<file path="src/rtl/lease_pkg.sv">
package lease_pkg;

    typedef enum logic [1:0] {
        OP_PROBE = 2'd0,
        OP_LOAD  = 2'd1,
        OP_STORE = 2'd2,
        OP_EVICT = 2'd3
    } lease_op_e;

    localparam int EV_W          = 3;
    localparam int EV_EXP_LOAD   = 0;
    localparam int EV_LIVE_STORE = 1;
    localparam int EV_LIVE_EVICT = 2;

endpackage

</file>
<file path="src/rtl/lease_calc.sv">
module lease_calc
    import lease_pkg::*;
#(
    parameter int TS_W   = 16,
    parameter int LIFE_W = 8
) (
    input  lease_op_e         op,
    input  logic [TS_W-1:0]   old_ts,
    input  logic [TS_W-1:0]   gtime,
    input  logic [LIFE_W-1:0] life,
    output logic              ts_we,
    output logic [TS_W-1:0]   new_ts,
    output logic [TS_W-1:0]   out_ts,
    output logic              live,
    output logic [EV_W-1:0]   events
);
    localparam int SUM_W = TS_W + 1;

    logic [SUM_W-1:0] sum;
    logic [TS_W-1:0]  target;

    always_comb begin
        sum    = {1'b0, gtime} + {{(SUM_W-LIFE_W){1'b0}}, life};
        target = sum[TS_W] ? {TS_W{1'b1}} : sum[TS_W-1:0];
        live   = (old_ts >= gtime);
        ts_we  = 1'b0;
        new_ts = old_ts;
        out_ts = old_ts;
        events = '0;
        case (op)
            OP_LOAD: begin
                ts_we  = 1'b1;
                new_ts = (old_ts > target) ? old_ts : target;
                out_ts = new_ts;
                events[EV_EXP_LOAD] = !live;
            end
            OP_STORE: begin
                out_ts = live ? old_ts : gtime;
                events[EV_LIVE_STORE] = live;
            end
            OP_EVICT: begin
                ts_we  = 1'b1;
                new_ts = '0;
                events[EV_LIVE_EVICT] = live;
            end
            default: ;
        endcase
    end
endmodule

</file>
<file path="src/rtl/lease_store.sv">
module lease_store #(
    parameter int DEPTH = 16,
    parameter int W     = 16,
    localparam int AW   = (DEPTH > 1) ? $clog2(DEPTH) : 1
) (
    input  logic          clk,
    input  logic          rst,
    input  logic          we,
    input  logic [AW-1:0] waddr,
    input  logic [W-1:0]  wdata,
    input  logic [AW-1:0] raddr,
    output logic [W-1:0]  rdata
);
    logic [W-1:0] ent_q [DEPTH];

    for (genvar g = 0; g < DEPTH; g++) begin : g_ent
        logic [W-1:0] ent_d;
        always_comb begin
            ent_d = ent_q[g];
            if (we && waddr == AW'(g)) ent_d = wdata;
        end
        always_ff @(posedge clk) begin
            if (rst) ent_q[g] <= '0;
            else     ent_q[g] <= ent_d;
        end
    end

    assign rdata = ent_q[raddr];
endmodule

</file>
<file path="src/rtl/lease_tracker.sv">
module lease_tracker
    import lease_pkg::*;
#(
    parameter int NUM_BLOCKS = 16,
    parameter int TS_W       = 16,
    parameter int LIFE_W     = 8,
    parameter int DATA_W     = 32,
    localparam int ADDR_W    = (NUM_BLOCKS > 1) ? $clog2(NUM_BLOCKS) : 1
) (
    input  logic                   clk,
    input  logic                   rst,
    input  logic [TS_W-1:0]        gtime,
    input  logic                   req_valid,
    input  logic [1:0]             req_op,
    input  logic [ADDR_W-1:0]      req_addr,
    input  logic [LIFE_W-1:0]      req_life,
    input  logic [DATA_W-1:0]      req_wdata,
    output logic                   rsp_valid,
    output logic [DATA_W-1:0]      rsp_data,
    output logic [TS_W-1:0]        rsp_ts,
    output logic                   rsp_live,
    output logic [2:0]             rsp_event
);
    typedef struct packed {
        logic              valid;
        logic [DATA_W-1:0] data;
        logic [TS_W-1:0]   ts;
        logic              live;
        logic [EV_W-1:0]   ev;
    } rsp_t;

    rsp_t state_d, state_q;

    lease_op_e         op;
    logic [TS_W-1:0]   old_ts, new_ts, out_ts;
    logic [DATA_W-1:0] cur_data;
    logic              calc_we, live;
    logic [EV_W-1:0]   events;
    logic              ts_we, data_we;

    assign op      = lease_op_e'(req_op);
    assign ts_we   = req_valid && calc_we;
    assign data_we = req_valid && (op == OP_STORE);

    lease_store #(.DEPTH(NUM_BLOCKS), .W(TS_W)) i_ts (
        .clk(clk), .rst(rst), .we(ts_we), .waddr(req_addr),
        .wdata(new_ts), .raddr(req_addr), .rdata(old_ts)
    );

    lease_store #(.DEPTH(NUM_BLOCKS), .W(DATA_W)) i_data (
        .clk(clk), .rst(rst), .we(data_we), .waddr(req_addr),
        .wdata(req_wdata), .raddr(req_addr), .rdata(cur_data)
    );

    lease_calc #(.TS_W(TS_W), .LIFE_W(LIFE_W)) i_calc (
        .op(op), .old_ts(old_ts), .gtime(gtime), .life(req_life),
        .ts_we(calc_we), .new_ts(new_ts), .out_ts(out_ts),
        .live(live), .events(events)
    );

    always_comb begin
        state_d = '0;
        if (req_valid) begin
            state_d.valid = 1'b1;
            state_d.data  = (op == OP_STORE) ? req_wdata : cur_data;
            state_d.ts    = out_ts;
            state_d.live  = live;
            state_d.ev    = events;
        end
    end

    always_ff @(posedge clk) begin
        if (rst) state_q <= '0;
        else     state_q <= state_d;
    end

    assign rsp_valid = state_q.valid;
    assign rsp_data  = state_q.data;
    assign rsp_ts    = state_q.ts;
    assign rsp_live  = state_q.live;
    assign rsp_event = state_q.ev;
endmodule

</file>
<file path="config.mk">
export PLATFORM = sky130hd
export DESIGN_NAME = lease_tracker
export DESIGN_NICKNAME = d
export VERILOG_FILES = /design/src/rtl/lease_pkg.sv /design/src/rtl/lease_calc.sv /design/src/rtl/lease_store.sv /design/src/rtl/lease_tracker.sv
export SDC_FILE = /design/constraint.sdc
export NUM_CORES = 1
export LEC_CHECK = 0
export ABC_AREA = 1
export BUFFER_PORTS_ARGS = -buffer_cell sky130_fd_sc_hd__buf_2
export CAP_MARGIN = 10
export CORE_UTILIZATION = 25
export CTS_CLUSTER_DIAMETER = 30
export CTS_CLUSTER_SIZE = 30
export DETAILED_ROUTE_END_ITERATION = 7
export HOLD_SLACK_MARGIN = 0.05
export PLACE_DENSITY = 0.37
export SLEW_MARGIN = 30
export SYNTH_ARGS = -nofsm -noshare
export SYNTH_HDL_FRONTEND = slang
export SYNTH_SLANG_ARGS = --single-unit
</file>
<file path="constraint.sdc">
create_clock -name clk -period 5.2 [get_ports clk]
set_input_delay 1.04 -clock clk [delete_from_list [all_inputs] [get_ports clk]]
set_output_delay 1.04 -clock clk [all_outputs]
set_load 0.01 [all_outputs]
</file>
* Word-level counts from Yosys, hierarchy flattened
Memories as Yosys holds them, arrays and structs flattened.
Index checks and enable logic that the tools add are counted.
** Word-level totals
- Output and inout port bits :: 53
- Bits in read-only memories :: 0
- Bits in latches :: 0
- RAM bits :: 768
- Register bits :: 53
- Memories :: 2
- Logic and storage cells :: 249
** Memories
- i_data.ent_q :: depth 16, width 32, rd ports 1, clocked after memory_dff 0, write ports 16, line lease_store.sv:14 : logic [W-1:0] ent_q [DEPTH];
- i_ts.ent_q :: depth 16, width 16, rd ports 1, clocked after memory_dff 0, write ports 16, line lease_store.sv:14
** Cells by class
- Bitwise operators :: 36
- Eq/ne operators :: 50
- Multiplexer cells :: 78
- Reduce and logical (&&, ||, !) cells :: 73
- Add/sub/neg operators :: 1
- Shift operators :: 0
- Multiply operators :: 0
- Div/mod/pow operators :: 0
- Magnitude comparators :: 2
** Operator list (number)
- 32-bit two-way mux :: 33
- 16-bit two-way mux :: 35
- 16-bit case mux with 2 select lines :: 2
- 2-bit AND reduction :: 32
- 53-bit two-way mux :: 1
- 1-bit logical AND :: 34
- 4-bit == test, second input constant :: 8
- 1-bit inequality test, second input constant :: 32
- 1-bit OR :: 32
- 16-bit by 8-bit adder with 17-bit output :: 1
- 4-bit by 3-bit == test with 1-bit output, second input constant :: 4
- 16-bit greater-or-equal comparator :: 1
- 16-bit greater-than comparator :: 1
- 3-bit OR reduction :: 3
- 4-bit by 2-bit == test with 1-bit output, second input constant :: 2
- 1-bit two-way mux :: 7
- 2-bit == test, second input constant :: 2
- 4-bit by 1-bit == test with 1-bit output, second input constant :: 1
- 4-bit zero test :: 1
- 1-bit NOT :: 4
- 2-bit OR reduction :: 2
- 2-bit by 1-bit == test with 1-bit output, second input constant :: 1
- 1-bit zero test :: 1

* Logic depth before layout (Yosys ltp)
- Word-level depth :: 8
- Depth in mapped cells :: 30
- Mapped depth without buffers :: 27

* By module
A second synthesis with hierarchy kept.
** Unflattened totals
- Cell total of the unflattened synthesis :: 4933
- Area, all modules :: 41528.6 um2
** Modules (own cells, without submodules)
- lease_store at i_data :: times used 1, area an instance 24473.5 um2, sequential area each 15374.7 um2, cells each 2749
- lease_store at i_ts :: times used 1, area an instance 12344.3 um2, sequential area each 7687.4 um2, cells each 1399
- lease_calc :: times used 1, area an instance 2712.6 um2, sequential area each 0.0 um2, cells each 508
- lease_tracker :: times used 1, area an instance 1998.2 um2, sequential area each 1061.0 um2, cells each 277

* Worst setup path before layout
Ideal clock, no wire load.
- Kind :: input -> register
- Start point :: input gtime[0]
- End point :: memory i_ts.ent_q[0][11] (data pin)
- Path slack :: 0.803 ns
- Data arrival time :: 4.131 ns
- Required time :: 4.934 ns
- Stages on the path :: 21
- Cells stage by stage :: ha_1 fa_1 nand2_1 nand2_1 nand3_1 nand2_2 nand2_1 inv_2 nor2_1 ha_1 a21o_1 nor2_1 nand2_1 nand2_1 nand2_2 nand2_1 clkbuf_1 nand2_1 a21oi_4 buf_6 nor2_1
** RTL lines
- from (decl) :: line lease_tracker.sv:12 : input logic [TS_W-1:0] gtime,
- to (decl) :: line lease_store.sv:14

==> metrics.md <==
| Metric | Value |
|---|---|
| Drt initial violations | 1976 |
| Post-synthesis register bit count | 821 |
| NetSw | 0.005560 W |
| Worst Path Required | 5.70 ns |
| Layout cells sized above 1 | 17.93% |
| Chip height | 387.8 um |
| Primary FF master, synth | edfxtp_1 |
| Die width | 387.8 um |
| Unrepaired setup endpoints after global routing | false |
| Total gr overflow | 0 |
| CP startpoint kind | primary input |
| Seq pwr share | 33.2% |
| Gate power share | 7.4% |
| Internal power | 0.01748 W |
| Initial antenna violation count | 4 |
| Remaining DRCs | 0 |
| Sequential area share after synthesis | 64.82% |
| R2r setup slk | 1.90 ns |
| Critical path buffers and inverters | 4 |
| Critical Path Fanout Max | 16 |
| Most frequent cell after synthesis | nand2_1 |
| HPWL Detailed | 84.12 mm |
| Row Count | 141 |
| Synthesized Nets | 3729 |
| Sw Share | 24.14% |
| Die footprint | 0.1504 mm^2 |
| Final nets | 3992 |
| Largest net degree at the start of global routing | 65 |
| Slew Viols, Final | 0 |
| CTS root buf | clkbuf_16 |
| Synthesized cell area | 0.03721 mm^2 |
| Crit-path cells | buf_2 -> ha_1 -> fa_1 -> nand2_1 -> nand2_1 -> nand3_1 -> nand2_2 -> nand2_1 -> nand2_1 -> nor2_1 -> buf_4 -> ha_1 -> a21oi_1 -> o21ai_0 -> nor2_1 -> nand2_2 -> nand2_1 -> buf_12 -> nand2_1 -> a21oi_4 -> buf_12 -> nor2_1 |
| Slew margin rel. | 36.91% |
| Finished Cell Area | 0.04863 mm^2 |
| Max-Cap Viols | 0 |
| Num ports | 118 |
| CP arrival | 4.67 ns |
| Worst ir drop on vdd | 300.7 uV |
| CP max stage delay | 0.39 ns |
| Main area contributors after synthesis | edfxtp_1 (62%), nand2_1 (8.7%), nor2_1 (8.2%), a22oi_1 (5.2%), dfxtp_1 (2.9%) |
| Status | finished clean |
| CTS buffer count | 226 |
| Mapped Cells | 3620 |
| Final wirelength | 145.1 mm |
| Crit-path most repeated cell | nand2_1 |
| CTS Buffer Depth | 3 |
| Kind of critical path | in2reg |
| DR WL/cell | 24.14 um |
| DR vias | 28320 |
| Hold Fails Final Rpt | 0 |
| Clock sink count | 821 |
| Drt via density | 4.711 |
| Crit path max-delay family | simple AND/OR/NAND/NOR gates |
| P_leak | 19.32 nW |
| DRT Pass-1 Iters | 8 |
| Vias in the first global route | 28570 |
| Final setup viols | 0 |
| Total track usage | 19.03% |
| Total core area | 0.1477 mm^2 |
| Final period util | 80.04% |
| Slew @ Worst Pin | 0.9464 ns |
| Average size of a mapped cell | 10.28 um^2 |
| Routability Congestion | 0.8050 |
| First-pass GRT wire length | 206.4 mm |
| Hold Path Class | in2reg |
| Final Power | 0.02304 W |
| Area Growth Syn to Fin | 30.68% |
| # Post-CTS Setup Buffers | 0 |
| Share of the synthesized area in the top cell type | 61.97% |
| Area post-placement | 0.04094 mm^2 |
| CP max stage cell | fa_1 |
| H-tree depth | 4 |
| Clock latency on the worst-skew pair | 0.82 ns |
| # fillers | 14980 |
| Synth warn | 0 |
| Clock transition at path regs | 0.04 ns |
| Worst hold margin | 0.5591 ns |
| Number of flops mapped to enable cells by yosys | 768 |
| PortBufs | 117 |
| Fmax | 0.2403 GHz |
| Fin Setup TNS | 0 ns |
| Clock share of power | 59.5% |
| Synth top cells by count | nand2_1 (860), nor2_1 (810), edfxtp_1 (768) |
| CTS hold repair buffers | 0 |
| CP Capture Type | register |
| # diodes | 0 |
| Post-synth cell types | 41 |
| Synth area leader | edfxtp_1 |
| Routed Antenna Nets | 0 |
| Resize count post-CTS | 0 |
| Min Tclk post-route | 4.162 ns |
| FFs w/ async S/R, synth | 0% |
| Clk_skew | 0.08728 ns |
| Starting Density | 25.20% |
| TritonCTS clock tree | built |
| PwrDens | 473.7 mW/mm^2 |
==> per-stage QoR <==
step           utilization [%]  std cells  setup WS [ns]
2_1_floorplan                -       3620         0.8031
3_3_place_gp             27.73       5585         0.2358
3_5_place_dp             27.73       5585         0.2383
4_1_cts                  32.94       6012          1.071
5_1_grt                  32.94       6012         0.7994
6_report                 32.94       6012          1.038
==> registers in the layout (all words and copies together) (netlist names) <==
signal / cells
rsp_live: 1
rsp_event: 3
i_data.ent_q: 512
rsp_data: 32
rsp_valid: 1
i_ts.ent_q: 256
rsp_ts: 16
==> layout by cell type (no fill, tap or decap), types with 58 or more instances in the layout <==
master / netlist / final
a21oi_1: 86 / 86
edfxtp_1: 768 / 768
nand2_1: 860 / 844
nand4_1: 61 / 61
buf_2: 41 / 117
a22oi_1: 256 / 256
nor2_1: 810 / 805
clkbuf_16: 0 / 230
nand3_1: 132 / 132
buf_4: 8 / 156
inv_1: 120 / 118
clkbuf_1: 176 / 58
==> worst register-to-register path, stage by stage (launching register included) <==
cell and delay, ns:
edfxtp_1 0.34, nand2_1 0.07, a21oi_1 0.06, o21ai_0 0.19, nand2_1 0.07, nor2_1 0.11
buf_4 0.15, inv_1 0.06, buf_4 0.14, ha_1 0.28, nand2_1 0.06, inv_1 0.03
nor2_1 0.08, o21ai_0 0.09, a21oi_1 0.39, nand3_1 0.31, buf_12 0.23, nand2_1 0.06
nand3_1 0.06, nand3_1 0.12, nand2_1 0.17, inv_1 0.10
==> path summary, 6_finish.rpt <==
check,from,endpoint,cells after the start
max,gtime[0],i_ts.ent_q[1][11],22
min,req_wdata[22],rsp_data[22],3
max reg2reg,i_ts.ent_q[5][13],rsp_ts[13],21
min reg2reg,i_data.ent_q[14][23],rsp_data[23],4
==> layout make-up <==
type                    instances  area, um^2  area share (%)
inverters                     130       501.7           1.032
well taps                    1930        2415           4.965
clock inverters               118        1429           2.938
multi-input cells            2394       11400           23.45
repair buffers                310        2497           5.135
clock buffers                 309        6262           12.88
flip-flops and latches        821       24120           49.60
==> layer usage <==
metal  vias to the layer above  routed length (um)  GRT usage, %  share of wire [%]
met5                         -                   0             0                  0
met4                         0                3222         5.685                2.2
met3                       209                7125         3.321                4.9
met2                       822               69890         31.49                 48
met1                     14210               64880         25.28                 45
li1                      13080                   -             -                  -
==> cell families after synthesis <==
family          share of synthesized area (%)
buf+inv                                 4.811
fa+ha+maj                               1.500
xor+xnor                               0.1412
simple gates                            20.40
flops                                   64.82
compound gates                          8.325
==> power groups by stage <==
stage | Combinational [W] | Sequential [W] | Clock, W
floorplan | 0.000947 | 0.00774 | 0
global placement | 0.00173 | 0.00774 | 0
detailed placement | 0.00172 | 0.00775 | 0
CTS | 0.00173 | 0.00764 | 0.0139
global route | 0.00185 | 0.00767 | 0.0142
finish | 0.00170 | 0.00764 | 0.0137
Note: power is estimated with default switching activity, not from simulation.
